[src/rtl/irq_pkg.sv]
package irq_pkg;
    localparam int DATA_W = 8;
    localparam int ADDR_W = 2;
    localparam int NSRC   = 7;

    localparam logic [ADDR_W-1:0] A_ENABLE = 2'd0;
    localparam logic [ADDR_W-1:0] A_FLAGS  = 2'd1;
    localparam logic [ADDR_W-1:0] A_DRIVE  = 2'd2;
    localparam logic [ADDR_W-1:0] A_NONE   = 2'd3;

    localparam int B_TMR  = 0;
    localparam int B_ERR  = 1;
    localparam int B_LO   = 2;
    localparam int B_HI   = 3;
    localparam int B_IDLE = 4;
    localparam int B_RX   = 5;
    localparam int B_TX   = 6;
    localparam int B_MODE = 7;

    localparam logic [DATA_W-1:0] FLAG_RST  = 8'h14;
    localparam logic [DATA_W-1:0] EN_RST    = 8'h80;
    localparam logic [DATA_W-1:0] DRIVE_RST = 8'h00;
endpackage

[src/rtl/irq_flag_bank.sv]
module irq_flag_bank
    import irq_pkg::*;
(
    input  logic              clk,
    input  logic              rst_n,
    input  logic              wr_flag,
    input  logic [DATA_W-1:0] wr_data,
    input  logic [NSRC-1:0]   hw_set,
    output logic [NSRC-1:0]   flags
);
    logic [NSRC-1:0] sw_set, sw_clr, flags_nxt;

    always_comb begin
        sw_set = (wr_flag &&  wr_data[B_MODE]) ? wr_data[NSRC-1:0] : '0;
        sw_clr = (wr_flag && !wr_data[B_MODE]) ? wr_data[NSRC-1:0] : '0;
        flags_nxt = (flags & ~sw_clr) | sw_set | hw_set;
    end

    always_ff @(posedge clk or negedge rst_n) begin
        if (!rst_n) flags <= FLAG_RST[NSRC-1:0];
        else        flags <= flags_nxt;
    end


    only_sw_clears_chk: assert property (@(posedge clk) disable iff (!rst_n)
        (|($past(flags) & ~flags)) |-> $past(wr_flag && !wr_data[B_MODE]));

    event_sets_chk: assert property (@(posedge clk) disable iff (!rst_n)
        (|hw_set) |=> ((flags & $past(hw_set)) == $past(hw_set)));

    sw_set_chk: assert property (@(posedge clk) disable iff (!rst_n)
        (wr_flag && wr_data[B_MODE]) |=> ((flags & $past(wr_data[NSRC-1:0])) == $past(wr_data[NSRC-1:0])));
endmodule

[src/rtl/irq_ctl_regs.sv]
module irq_ctl_regs
    import irq_pkg::*;
(
    input  logic              clk,
    input  logic              rst_n,
    input  logic              wr_en,
    input  logic [ADDR_W-1:0] wr_addr,
    input  logic [DATA_W-1:0] wr_data,
    output logic [DATA_W-1:0] enable_q,
    output logic              push_pull
);
    always_ff @(posedge clk or negedge rst_n) begin
        if (!rst_n) begin
            enable_q  <= EN_RST;
            push_pull <= DRIVE_RST[B_MODE];
        end else if (wr_en) begin
            if (wr_addr == A_ENABLE) enable_q  <= wr_data;
            if (wr_addr == A_DRIVE)  push_pull <= wr_data[B_MODE];
        end
    end
endmodule

[src/rtl/irq_pin_drv.sv]
module irq_pin_drv
    import irq_pkg::*;
(
    input  logic              clk,
    input  logic              rst_n,
    input  logic [NSRC-1:0]   flags,
    input  logic [DATA_W-1:0] enable_q,
    input  logic              push_pull,
    output logic              irq_o,
    output logic              irq_oe
);
    logic req, level;

    always_comb begin
        req   = |(flags & enable_q[NSRC-1:0]);
        level = req ^ enable_q[B_MODE];
        if (push_pull) begin
            irq_oe = 1'b1;
            irq_o  = level;
        end else begin
            irq_oe = ~level;
            irq_o  = 1'b0;
        end
    end


    push_pull_drives_chk: assert property (@(posedge clk) disable iff (!rst_n)
        push_pull |-> irq_oe);

    open_drain_low_chk: assert property (@(posedge clk) disable iff (!rst_n)
        (!push_pull && irq_oe) |-> !irq_o);
endmodule

[src/rtl/irq_setclr_top.sv]
module irq_setclr_top
    import irq_pkg::*;
#(
    parameter int ERR_W = 8
) (
    input  logic              clk,
    input  logic              rst_n,
    input  logic              wr_en,
    input  logic [1:0]        wr_addr,
    input  logic [7:0]        wr_data,
    input  logic [1:0]        rd_addr,
    output logic [7:0]        rd_data,
    input  logic              ev_tx,
    input  logic              ev_rx,
    input  logic              ev_idle,
    input  logic              ev_hi_alert,
    input  logic              ev_lo_alert,
    input  logic              ev_tmr,
    input  logic [ERR_W-1:0]  err_bits,
    output logic              irq_o,
    output logic              irq_oe
);
    logic [NSRC-1:0]   hw_set, flags;
    logic [DATA_W-1:0] enable_q;
    logic              push_pull;
    logic              wr_flag;

    always_comb begin
        hw_set         = '0;
        hw_set[B_TX]   = ev_tx;
        hw_set[B_RX]   = ev_rx;
        hw_set[B_IDLE] = ev_idle;
        hw_set[B_HI]   = ev_hi_alert;
        hw_set[B_LO]   = ev_lo_alert;
        hw_set[B_ERR]  = |err_bits;
        hw_set[B_TMR]  = ev_tmr;
        wr_flag        = wr_en && (wr_addr == A_FLAGS);
    end

    irq_flag_bank u_flags (
        .clk(clk), .rst_n(rst_n), .wr_flag(wr_flag), .wr_data(wr_data),
        .hw_set(hw_set), .flags(flags)
    );

    irq_ctl_regs u_ctl (
        .clk(clk), .rst_n(rst_n), .wr_en(wr_en), .wr_addr(wr_addr),
        .wr_data(wr_data), .enable_q(enable_q), .push_pull(push_pull)
    );

    irq_pin_drv u_pin (
        .clk(clk), .rst_n(rst_n), .flags(flags), .enable_q(enable_q),
        .push_pull(push_pull), .irq_o(irq_o), .irq_oe(irq_oe)
    );

    always_comb begin
        unique case (rd_addr)
            A_ENABLE: rd_data = enable_q;
            A_FLAGS:  rd_data = {1'b0, flags};
            A_DRIVE:  rd_data = {push_pull, 7'b0};
            A_NONE:   rd_data = '0;
            default:  rd_data = '0;
        endcase
    end


    flag_read_msb_chk: assert property (@(posedge clk) disable iff (!rst_n)
        (rd_addr == A_FLAGS) |-> !rd_data[B_MODE]);
endmodule

[config.mk]
export PLATFORM = sky130hd
export DESIGN_NAME = irq_setclr_top
export DESIGN_NICKNAME = d
export VERILOG_FILES = /design/src/rtl/irq_pkg.sv /design/src/rtl/irq_flag_bank.sv /design/src/rtl/irq_ctl_regs.sv /design/src/rtl/irq_pin_drv.sv /design/src/rtl/irq_setclr_top.sv
export SDC_FILE = /design/constraint.sdc
export NUM_CORES = 1
export LEC_CHECK = 0
export BUFFER_PORTS_ARGS = -buffer_cell sky130_fd_sc_hd__buf_2
export CORE_MARGIN = 2
export CORE_UTILIZATION = 45
export DETAILED_ROUTE_END_ITERATION = 8
export GPL_TIMING_DRIVEN = 1
export PLACE_DENSITY = 0.8
export REMOVE_ABC_BUFFERS = 1
export SYNTH_ARGS = -nofsm -noshare
export SYNTH_HDL_FRONTEND = slang
export SYNTH_HIERARCHICAL = 1
export SYNTH_SLANG_ARGS = --single-unit
[constraint.sdc]
create_clock -name clk -period 2.1 [get_ports clk]
set_input_delay 0.315 -clock clk [delete_from_list [all_inputs] [get_ports clk]]
set_output_delay 0.315 -clock clk [all_outputs]
set_load 0.05 [all_outputs]
==> impl_results.md <==
- CP startpoint kind: register
- Seq/Total Area, Yosys: around 45%
- Mapped Area: about 900 µm²
- MaxCap Viol Count: 0
- Proportion of synthesized area in mux cells: 22.3%
- DR iter-0 viols: 20
- Sw frac: approximately a third
- Nets@finish: around 150
- Critical Path Fanout Max: 3
- Final Wtd Congestion: 0.776
- Area fraction in compound gates after synthesis: 17.6%
- Slew Limit Fails: 0
- Crit path time final: between 1.5 and 2 ns
- Area fraction of the dominant cell type after synthesis: a little over a third
- Final WL: approximately 1800 µm
- Num rows: 16
- Worst path cell trace: a222oi_1 > and3_4 > mux2i_1 > buf_4
- Area of the multi-input gates: between 400 and 500 µm²
- Slowest CP cell: dfrtp_1
- Period utilization: 95.0%
- Synth cell count leaders: dfrtp_1 (13), mux2i_1 (10), nor2_1 (10)
- Longest Clk Path Bufs: 2
- Max VDD drop: 0.433 mV
- CTS H-Tree Depth: 1
- Mapped Avg Cell Area: approximately 12 µm²
- Final Hold Vio Count: 0
- Worst endpoint data arrival time: 1.68 ns
- Antenna viol nets, final: 0
- Met1 Use GR: between 20% and 30%
- Initial antenna violation count: 0
- Cells after Synth: 75
- Post-synth ARST share: 100%
- Worst Tran Pin Value: 0.467 ns
- Fillers: 170
- Synth Area in XOR/XNOR: 0%
- Dpl ws: 0.369 ns
- Final Skew: 0 ns
- Psw: ~280 µW
- P_int: ~560 µW
- Combinational power share: around 32%
- Antenna cells: 0
- Setup TNS Final: 0 ns
- Final core utilization: just over 60%
- Chip Height: slightly below 50 µm
- Most frequent cell after synthesis: dfrtp_1
- DP HPWL: between 1000 and 1500 µm
- Min-delay worst type: in2reg
- Congestion Overflow GR: 0
- PwrDens: just over 700 nW/µm²
- Kind of critical path: reg2out
- Post-synth EDFFs: 0
- Top_reg_cell synth: dfrtp_1
- Clock power share: a little under a quarter
- Clk slew on worst S/H paths: about 0.090 ns
- RSZ-0062 raised after global routing: true
- Buf/Inv on CP: 1
- Initial Util: between 40% and 50%
- Setup ws final: about 0.10 ns
- Cell family with most CP delay: flip-flops
- Main combinational cell family by area after synthesis: multiplexers
- Clock latency on the worst-skew pair: about 0.28 ns
- Adder-cell share of the synthesized area: 0%
- I/O Buffers: 38
- Yosys cell types: 19
- Synth warn: 6
- Wire per inst: between 10 and 15 µm
- Met3 GRT Util: under 10%
- Vias in the first global route: between 700 and 800
- WP data required: between 1.5 and 2 ns
- GRT Util Overall: between 15 and 20%
- Worst Setup End Kind: output pin
- Die width: 48.8 µm
- Via Count: 757
- First-pass GRT wire length: slightly above 3000 µm
- Via density: approximately 5.3
- Root buf cell: clkbuf_4
- Final setup fails: 0
- Seq cells post-synth: 16
- Fmax: roughly 0.5 GHz
- Max incr delay on CP: 0.40 ns
- Core region area: between 1500 and 2000 µm²
- DR pass1 iterations: 4
- I/O pin count: 39
- Die area: between 2000 and 2500 µm²
- P&R area growth vs syn: 29.3%
- Leakage power: 0.000531 µW
- Sequential cell area: between 400 and 500 µm²
- Relative slew slack: roughly 70%
- Layout cells sized above 1: a little over half
- Status: finished, final reports clean
- Sequential Power Share: approximately 45%
- Leading area contributor after synthesis: dfrtp_1
- Largest net degree at the start of global routing: 17
- CTS buffer count: 3
- Busiest grt layer: met2
- # DRC: 0
- Synth Area in Simple Gates: a little under an eighth
- CTS tree: done
- Synth area leaders: dfrtp_1 (36%), mux2_2 (11%), mux2i_1 (11%)
- Clk sinks: 16
- GR Layer Usage met2: 27.4%
## worst reg2reg max path, cell delays in order, from the launching register on
cell	delay (ns)
dfrtp_1	0.40
a21boi_0	0.13
a311o_1	0.28
## layer usage
| metal | vias up | wire [µm] |
|---|---|---|
| li1 | 371 | - |
| met1 | 351 | 791 |
| met2 | 35 | 878 |
| met3 | 0 | 168 |
| met4 | 0 | 0 |
| met5 | - | 0 |
## flip-flops by register name (all words and copies together), names as in the netlist
register / flops
u_ctl/enable_q: 8
u_flags/flags: 7
u_ctl/push_pull: 1
## cells in the final DEF, fill, tap and decap left out, drive strengths merged, types with 2 or more instances in the layout
master,instances
nand2,3
dfrtp,13
a21boi,7
nor2,10
nor4,2
clkbuf,4
a311o,7
mux2,9
mux2i,10
buf,40
dfstp,3
a22oi,2
## worst paths after layout
path / cells past startpoint / slack [ns] / endpoint / from
worst min-delay path: 2 / 0.23 / u_flags/flags[3] / ev_hi_alert
min in group asynchronous: 2 / 0.46 / u_flags/flags[3] / rst_n
max in group asynchronous: 2 / 1.33 / u_flags/flags[2] / rst_n
worst max register to register: 2 / 1.18 / u_flags/flags[6] / u_flags/flags[6]
worst min register to register: 1 / 0.54 / u_ctl/enable_q[6] / u_ctl/enable_q[6]
worst max-delay path: 4 / 0.10 / irq_o / u_ctl/enable_q[2]
## power groups by stage
stage	Sequential, µW	Clock, µW	Combinational [µW]
finish	381	194	273
CTS	381	205	263
detailed placement	387	0	261
floorplan	378	0	182
global placement	383	0	257
global route	387	222	293
## logic make-up after synthesis
logic type / Yosys count
compound gates: 17
buf+inv: 3
flops: 16
mux: 19
simple gates: 20
## area by class of cell
class / count / area share, %
multi-input combinational: 56 / 40.5
tap: 27 / 2.90
clock buffer: 4 / 3.11
sequential: 16 / 34.7
timing repair buffer: 41 / 18.9
## per-stage QoR
stage	instance area (µm²)	instances	power, µW	hold slack (ns)
global route	1170	144	902	0.225
CTS	1150	143	849	0.223
global placement	1100	138	639	0.239
detailed placement	1100	138	648	0.240
floorplan	872	72	560	0.0194
finish	1170	144	848	0.233
## what timing repair did
action | CTS | global route
hold endpoints to repair | 13 | 0
hold buffers | 1 | 0
buffers inserted | 0 | 1
resized for setup | 0 | 5
setup endpoints to repair | 0 | 2
Note: power is estimated with default switching activity, not from simulation.
